==> src/rtl/dma2d_pkg.sv <==
package dma2d_pkg;
  localparam int DMA_AW = 32;
  localparam int DMA_CW = 16;
  localparam int DMA_DW = 32;

  localparam logic [3:0] OFS_BASE   = 4'd0;
  localparam logic [3:0] OFS_ICNT   = 4'd1;
  localparam logic [3:0] OFS_ISTEP  = 4'd2;
  localparam logic [3:0] OFS_OCNT   = 4'd3;
  localparam logic [3:0] OFS_OSTEP  = 4'd4;
  localparam logic [3:0] OFS_CTRL   = 4'd5;
  localparam logic [3:0] OFS_STAT   = 4'd6;
  localparam logic [3:0] OFS_LADDR  = 4'd8;
  localparam logic [3:0] OFS_LICNT  = 4'd9;
  localparam logic [3:0] OFS_LOCNT  = 4'd10;

  typedef enum logic [1:0] {ST_IDLE, ST_ARM, ST_RUN, ST_STOP} walk_state_t;

  // 2'b11 is the illegal size code
  function automatic logic size_ok(input logic [1:0] sz, input logic [1:0] lo);
    case (sz)
      2'd0:    size_ok = 1'b1;
      2'd1:    size_ok = ~lo[0];
      2'd2:    size_ok = (lo == 2'b00);
      default: size_ok = 1'b0;
    endcase
  endfunction

  function automatic logic [DMA_AW-1:0] add_stride(input logic [DMA_AW-1:0] a,
                                                   input logic [DMA_CW-1:0] s);
    add_stride = a + {{(DMA_AW-DMA_CW){s[DMA_CW-1]}}, s};
  endfunction

  function automatic logic [DMA_CW:0] count_of(input logic [DMA_CW-1:0] c);
    count_of = (c == '0) ? {1'b1, {DMA_CW{1'b0}}} : {1'b0, c};
  endfunction
endpackage

==> src/rtl/dma2d_regs.sv <==
module dma2d_regs
  import dma2d_pkg::*;
#(
  parameter int AW = DMA_AW,
  parameter int CW = DMA_CW,
  parameter int DW = DMA_DW
) (
  input  logic          clk,
  input  logic          rst_n,
  input  logic          wr_en,
  input  logic [3:0]    wr_sel,
  input  logic [DW-1:0] wr_data,
  input  logic [3:0]    rd_sel,
  output logic [DW-1:0] rd_data,
  input  logic [AW-1:0] live_addr,
  input  logic [CW:0]   live_icnt,
  input  logic [CW:0]   live_ocnt,
  input  logic          done_set,
  input  logic          err_set,
  output logic [AW-1:0] base_q,
  output logic [CW-1:0] icnt_q,
  output logic [CW-1:0] istep_q,
  output logic [CW-1:0] ocnt_q,
  output logic [CW-1:0] ostep_q,
  output logic [15:0]   ctrl_q,
  output logic [1:0]    stat_q,
  output logic          arm_evt,
  output logic          halt_evt,
  output logic          flush_evt
);
  logic ctrl_wr, stat_wr;
  assign ctrl_wr = wr_en && (wr_sel == OFS_CTRL);
  assign stat_wr = wr_en && (wr_sel == OFS_STAT);

  assign arm_evt   = ctrl_wr && wr_data[0] && !ctrl_q[0];
  assign halt_evt  = ctrl_wr && !wr_data[0];
  assign flush_evt = (ctrl_wr && wr_data[5]) || ctrl_q[5];

  always_ff @(posedge clk or negedge rst_n) begin
    if (!rst_n) begin
      base_q  <= '0;
      icnt_q  <= '0;
      istep_q <= '0;
      ocnt_q  <= '0;
      ostep_q <= '0;
      ctrl_q  <= '0;
      stat_q  <= '0;
    end else begin
      if (wr_en) begin
        case (wr_sel)
          OFS_BASE:  base_q  <= wr_data[AW-1:0];
          OFS_ICNT:  icnt_q  <= wr_data[CW-1:0];
          OFS_ISTEP: istep_q <= wr_data[CW-1:0];
          OFS_OCNT:  ocnt_q  <= wr_data[CW-1:0];
          OFS_OSTEP: ostep_q <= wr_data[CW-1:0];
          OFS_CTRL:  ctrl_q  <= wr_data[15:0];
          default: ;
        endcase
      end
      stat_q <= (stat_q & ~(stat_wr ? wr_data[1:0] : 2'b00)) | {err_set, done_set};
    end
  end

  always_comb begin
    case (rd_sel)
      OFS_BASE:  rd_data = DW'(base_q);
      OFS_ICNT:  rd_data = DW'(icnt_q);
      OFS_ISTEP: rd_data = DW'(istep_q);
      OFS_OCNT:  rd_data = DW'(ocnt_q);
      OFS_OSTEP: rd_data = DW'(ostep_q);
      OFS_CTRL:  rd_data = DW'(ctrl_q);
      OFS_STAT:  rd_data = DW'(stat_q);
      OFS_LADDR: rd_data = DW'(live_addr);
      OFS_LICNT: rd_data = DW'(live_icnt[CW-1:0]);
      OFS_LOCNT: rd_data = DW'(live_ocnt[CW-1:0]);
      default:   rd_data = '0;
    endcase
  end
endmodule

==> src/rtl/dma2d_walker.sv <==
module dma2d_walker
  import dma2d_pkg::*;
#(
  parameter int AW = DMA_AW,
  parameter int CW = DMA_CW
) (
  input  logic          clk,
  input  logic          rst_n,
  input  logic          arm_evt,
  input  logic          halt_evt,
  input  logic          flush_evt,
  input  logic [AW-1:0] base_q,
  input  logic [CW-1:0] icnt_q,
  input  logic [CW-1:0] istep_q,
  input  logic [CW-1:0] ocnt_q,
  input  logic [CW-1:0] ostep_q,
  input  logic [1:0]    size_code,
  input  logic          two_d,
  input  logic          req_ready,
  output logic          req_valid,
  output logic [AW-1:0] live_addr,
  output logic [CW:0]   live_icnt,
  output logic [CW:0]   live_ocnt,
  output logic          done_set,
  output logic          err_set
);
  walk_state_t state_q;
  logic ctl_override, addr_ok, accept, row_end, last_beat;

  assign ctl_override = flush_evt || halt_evt || arm_evt;
  assign addr_ok   = size_ok(size_code, live_addr[1:0]);
  assign req_valid = (state_q == ST_RUN) && addr_ok;
  assign accept    = req_valid && req_ready;
  assign row_end   = (live_icnt == (CW+1)'(1));
  assign last_beat = row_end && (live_ocnt == (CW+1)'(1));

  assign done_set = !ctl_override && accept && last_beat;
  assign err_set  = !ctl_override &&
                    (((state_q == ST_ARM) && (size_code == 2'd3)) ||
                     ((state_q == ST_RUN) && !addr_ok));

  always_ff @(posedge clk or negedge rst_n) begin
    if (!rst_n) begin
      state_q   <= ST_IDLE;
      live_addr <= '0;
      live_icnt <= '0;
      live_ocnt <= '0;
    end else if (flush_evt) begin
      state_q   <= ST_IDLE;
      live_addr <= '0;
      live_icnt <= '0;
      live_ocnt <= '0;
    end else if (halt_evt) begin
      state_q <= ST_IDLE;
    end else if (arm_evt) begin
      state_q   <= ST_ARM;
      live_icnt <= '0;
      live_ocnt <= '0;
    end else begin
      case (state_q)
        ST_ARM: begin
          if (size_code == 2'd3) begin
            state_q <= ST_STOP;
          end else begin
            state_q   <= ST_RUN;
            live_addr <= base_q;
            live_icnt <= count_of(icnt_q);
            live_ocnt <= two_d ? count_of(ocnt_q) : (CW+1)'(1);
          end
        end
        ST_RUN: begin
          if (!addr_ok) begin
            state_q <= ST_STOP;
          end else if (accept) begin
            if (last_beat) begin
              state_q <= ST_STOP;
            end else if (row_end) begin
              live_addr <= add_stride(live_addr, ostep_q);
              live_icnt <= count_of(icnt_q);
              live_ocnt <= live_ocnt - 1'b1;
            end else begin
              live_addr <= add_stride(live_addr, istep_q);
              live_icnt <= live_icnt - 1'b1;
            end
          end
        end
        default: ;
      endcase
    end
  end
endmodule

==> src/rtl/dma2d_addr_gen.sv <==
module dma2d_addr_gen
  import dma2d_pkg::*;
#(
  parameter int AW = DMA_AW,
  parameter int CW = DMA_CW,
  parameter int DW = DMA_DW
) (
  input  logic          clk,
  input  logic          rst_n,
  input  logic          wr_en,
  input  logic [3:0]    wr_sel,
  input  logic [DW-1:0] wr_data,
  input  logic [3:0]    rd_sel,
  output logic [DW-1:0] rd_data,
  output logic          req_valid,
  input  logic          req_ready,
  output logic [AW-1:0] req_addr,
  output logic [1:0]    req_width,
  output logic          req_write,
  output logic          irq
);
  logic [AW-1:0] base_q, live_addr;
  logic [CW-1:0] icnt_q, istep_q, ocnt_q, ostep_q;
  logic [15:0]   ctrl_q;
  logic [1:0]    stat_q;
  logic [CW:0]   live_icnt, live_ocnt;
  logic arm_evt, halt_evt, flush_evt, done_set, err_set;

  dma2d_regs #(.AW(AW), .CW(CW), .DW(DW)) regs_i (
    .clk(clk), .rst_n(rst_n), .wr_en(wr_en), .wr_sel(wr_sel), .wr_data(wr_data),
    .rd_sel(rd_sel), .rd_data(rd_data), .live_addr(live_addr),
    .live_icnt(live_icnt), .live_ocnt(live_ocnt), .done_set(done_set),
    .err_set(err_set), .base_q(base_q), .icnt_q(icnt_q), .istep_q(istep_q),
    .ocnt_q(ocnt_q), .ostep_q(ostep_q), .ctrl_q(ctrl_q), .stat_q(stat_q),
    .arm_evt(arm_evt), .halt_evt(halt_evt), .flush_evt(flush_evt)
  );

  dma2d_walker #(.AW(AW), .CW(CW)) walk_i (
    .clk(clk), .rst_n(rst_n), .arm_evt(arm_evt), .halt_evt(halt_evt),
    .flush_evt(flush_evt), .base_q(base_q), .icnt_q(icnt_q), .istep_q(istep_q),
    .ocnt_q(ocnt_q), .ostep_q(ostep_q), .size_code(ctrl_q[3:2]),
    .two_d(ctrl_q[4]), .req_ready(req_ready), .req_valid(req_valid),
    .live_addr(live_addr), .live_icnt(live_icnt), .live_ocnt(live_ocnt),
    .done_set(done_set), .err_set(err_set)
  );

  assign req_addr  = live_addr;
  assign req_width = ctrl_q[3:2];
  assign req_write = ctrl_q[1];
  assign irq       = (ctrl_q[7:6] != 2'b00) && (stat_q != 2'b00);
endmodule

==> config.mk <==
export PLATFORM = sky130hd
export DESIGN_NAME = dma2d_addr_gen
export DESIGN_NICKNAME = d
export VERILOG_FILES = /design/src/rtl/dma2d_pkg.sv /design/src/rtl/dma2d_regs.sv /design/src/rtl/dma2d_walker.sv /design/src/rtl/dma2d_addr_gen.sv
export SDC_FILE = /design/constraint.sdc
export NUM_CORES = 1
export LEC_CHECK = 0
export ABC_AREA = 1
export BUFFER_PORTS_ARGS = -buffer_cell sky130_fd_sc_hd__buf_2
export CORE_ASPECT_RATIO = 0.8
export CORE_MARGIN = 8
export CORE_UTILIZATION = 53
export CTS_CLUSTER_SIZE = 8
export DETAILED_ROUTE_END_ITERATION = 10
export PLACE_DENSITY_LB_ADDON = 0.3
export SETUP_SLACK_MARGIN = 0.5
export SLEW_MARGIN = 20
export SYNTH_ARGS = -nofsm -noshare
export SYNTH_HDL_FRONTEND = slang
export SYNTH_SLANG_ARGS = --single-unit
export TNS_END_PERCENT = 100
==> constraint.sdc <==
create_clock -name clk -period 7.6 [get_ports clk]
set_input_delay 1.52 -clock clk [delete_from_list [all_inputs] [get_ports clk]]
set_output_delay 1.52 -clock clk [all_outputs]
set_load 0.005 [all_outputs]
==> impl_metrics.toml <==
[die]
dieArea_sq_um = 28620
design.core.area_sq_um = 23210
ios = 113
start_util_pct = 53.52
die_x_um = 187.2
rows = 50
die_h_um = 152.9

[critical_path]
critPathLaunchType = "primary input"
crit_type = "in -> out"
required_ns = 6.08
end_kind = "output pin"
slowest_delay_ns = 0.86
slowest_stage = "inv_1"
crit_arrival_ns = 4.05
crit_path_cell_trace = "buf_2 -> nor2_1 -> nand2_1 -> inv_1 -> a221oi_1 -> nand3_1 -> buf_2"
crit_fanout = 22
crit_buf_inv = 3
crit_family = "simple AND/OR/NAND/NOR gates"
cp_common_cell = "buf_2"

[logic_synthesis]
yosys.area_share.xor_xnor_pct = 1.340
yosys_warnings = 0
synth.area.mux_share_pct = 1.178
syn_nets = 1933
yosys_register_bits = 182
synth_compound_area_share_pct = 14.93
yosysUniqueCellTypes = 50
synth_top_family_by_area = "simple AND/OR/NAND/NOR gates"
synth_simple_gate_area_share_pct = 31.71
syn_area_per_cell_sq_um = 6.711
synth_fa_ha_area_share_pct = 3.888
mappedNetlistArea_sq_um = 12420
ys_seq_area_share_pct = 36.66
synthCells = 1851

[timing]
fin_skew_ns = 0.01359
slew_headroom_pct = 33.00
max_freq_mhz = 179.5
setup_viol = 0
tns_ns = 0
slew_violations = 0
worst_slew_pin_slew_ns = 1.004
finalWorstPathRequiredPeriod_ns = 5.571
fin_crit_sh_pct = 73.31
hold_viol_final = 0
grt_setup_unrepaired = "false"

[global_routing]
antenna_found_initial = 0
grt_usage_pct = 32.48
grt_pass1_wl_um = 71740
grt_pass1_vias = 11930
grt-ovfl-total = 0
grt_max_degree = 127

[route]
first_iter_violations = 1702
route.vias.total = 13040
dr.pass1.iters = 6
post-route-drc-count = 0
vias_per_cell = 5.781
antenna_left = 0
finalWirelength_um = 47340
routedWlPerCell_um = 20.99

[placed_design]
hpwl_um = 36290
gp_congestion = 0.9998
numPlacedInstances = 2223
io_buffers = 112

[pwr]
leakage_uw = 0.007564
powerDensity_nw_per_um2 = 373.2
peakVddDrop_uv = 180.0

[clock_tree]
cts_tree = "yes"
cts_setup_buffers = 0
clkTransAtPathRegs_ns = 0.07
htree_levels = 4
cts_sinks = 182
post_cts_resized = 0
clock_path_buffers = 2
hold_buffers = 0
clock_latency_ns = 0.46
cts_root_buf = "clkbuf_16"
cts_buffers = 17

[finish]
final_nets = 2013
nFillCells = 2234
final_layout_size_suffix_gt1_share_pct = 10.49
mostFrequentLayoutCell = "nand2_1"
area_delta_synth_final_pct = 11.35
layout_common_cells = "nand2_1 (606), inv_1 (254), dfrtp_1 (182)"
final_cell_count_no_fill = 2256
n_antenna_cell = 0

[outcome]
status = "finished, final reports clean"

[worst_hold_path]
holdCritPathClass = "reg -> reg"

[job]
cap_violations = 0
[Yosys cell counts (all sizes together)]
cell type	number	share of area (%)
a211oi	1	0.060
a21o	1	0.060
a21oi	76	3.1
a221oi	14	0.99
a22o	13	0.92
a22oi	1	0.10
a31oi	5	0.25
a32o	1	0.081
and2	1	0.050
and3	2	0.10
buf	20	1.1
clkbuf	39	1.2
clkinv	5	0.16
dfrtp	182	37
fa	1	0.16
ha	37	3.7
inv	257	7.8
mux2	13	1.2
nand2	616	19
nand3	124	5.4
nand3b	4	0.24
nand4	18	0.91
nor2	167	5.3
nor3	11	0.48
nor4	1	0.050
o2111ai	1	0.071
o211ai	2	0.12
o21ai	185	7.6
o21bai	2	0.12
o221ai	2	0.14
o22a	1	0.071
o22ai	26	1.3
or2	3	0.15
xnor2	6	0.42
xor2	13	0.92
[stage by stage]
step	utilization (%)	setup slack [ns]	instance area, sq um	hold WS (ns)	total power (uW)
CTS	59.43	2.193	13790	0.4912	5076
global route	59.60	1.935	13830	0.5208	5511
finish	59.60	2.029	13830	0.4888	5162
global placement	56.67	2.191	13150	0.4649	4076
detailed placement	56.67	2.198	13150	0.4726	4112
floorplan	-	3.559	12420	0.4530	3247
[where the power goes]
group	switching, uW	leakage, uW	internal, uW
registers	351	0.00235	1220
logic	1810	0.00491	826
clock network	496	0.000306	460
total	2650	0.00756	2510
[kinds of logic (layout without fill, tap and decap cells)]
| group | Yosys count | in the layout |
|---|---|---|
| buffers and inverters | 321 | 414 |
| DFF | 182 | 182 |
| adders and majority gates | 38 | 38 |
| muxes | 13 | 13 |
| xor gates and xnor gates | 19 | 19 |
| and+or+nand+nor | 947 | 947 |
| AOI/OAI and AO/OA | 331 | 331 |
[worst paths after layout]
check	start	slack, ns	depth (start not counted)	end
worst max register to register	walk_i.live_icnt[1]$_DFFE_PN0P_	3.62	20	walk_i.live_addr[26]$_DFFE_PN0P_
min in group asynchronous	rst_n	0.95	1	walk_i.live_icnt[10]$_DFFE_PN0P_
max in group asynchronous	rst_n	5.59	2	walk_i.live_ocnt[13]$_DFFE_PN0P_
worst min-delay path	regs_i.istep_q[8]$_DFFE_PN0P_	0.49	2	regs_i.istep_q[8]$_DFFE_PN0P_
worst max-delay path	rd_sel[2]	2.03	7	rd_data[13]
worst min register to register	regs_i.istep_q[8]$_DFFE_PN0P_	0.49	2	regs_i.istep_q[8]$_DFFE_PN0P_
[layout make-up]
class	count	area [sq um]	share of cell area, %
clock buffers	17	425.4	3.076
clock inverters	15	216.5	1.565
inverters	262	989.7	7.155
multi-input cells	1348	6606	47.76
flip-flops and latches	182	4554	32.93
well taps	312	390.4	2.822
repair buffers	120	649.4	4.695
[sequential cells by signal (all words and copies together) (netlist names), 17 cells and up]
signal and cells:
walk_i.live_addr 32, walk_i.live_icnt 17, regs_i.base_q 32, walk_i.live_ocnt 17
[per-layer routing]
metal	wire (um)	track usage, %	up-vias
met5	0	0	-
met1	21400	47.85	6145
met2	18830	43.61	699
li1	-	-	6114
met4	1236	10.61	0
met3	5882	10.57	84
[tightest hold or removal path, delay by kind of cell, from the launching register on]
family          cells  cell delay, ns
compound gates      1            0.06
simple gates        1            0.05
flops               1            0.35
Note: power is estimated with default switching activity, not from simulation.
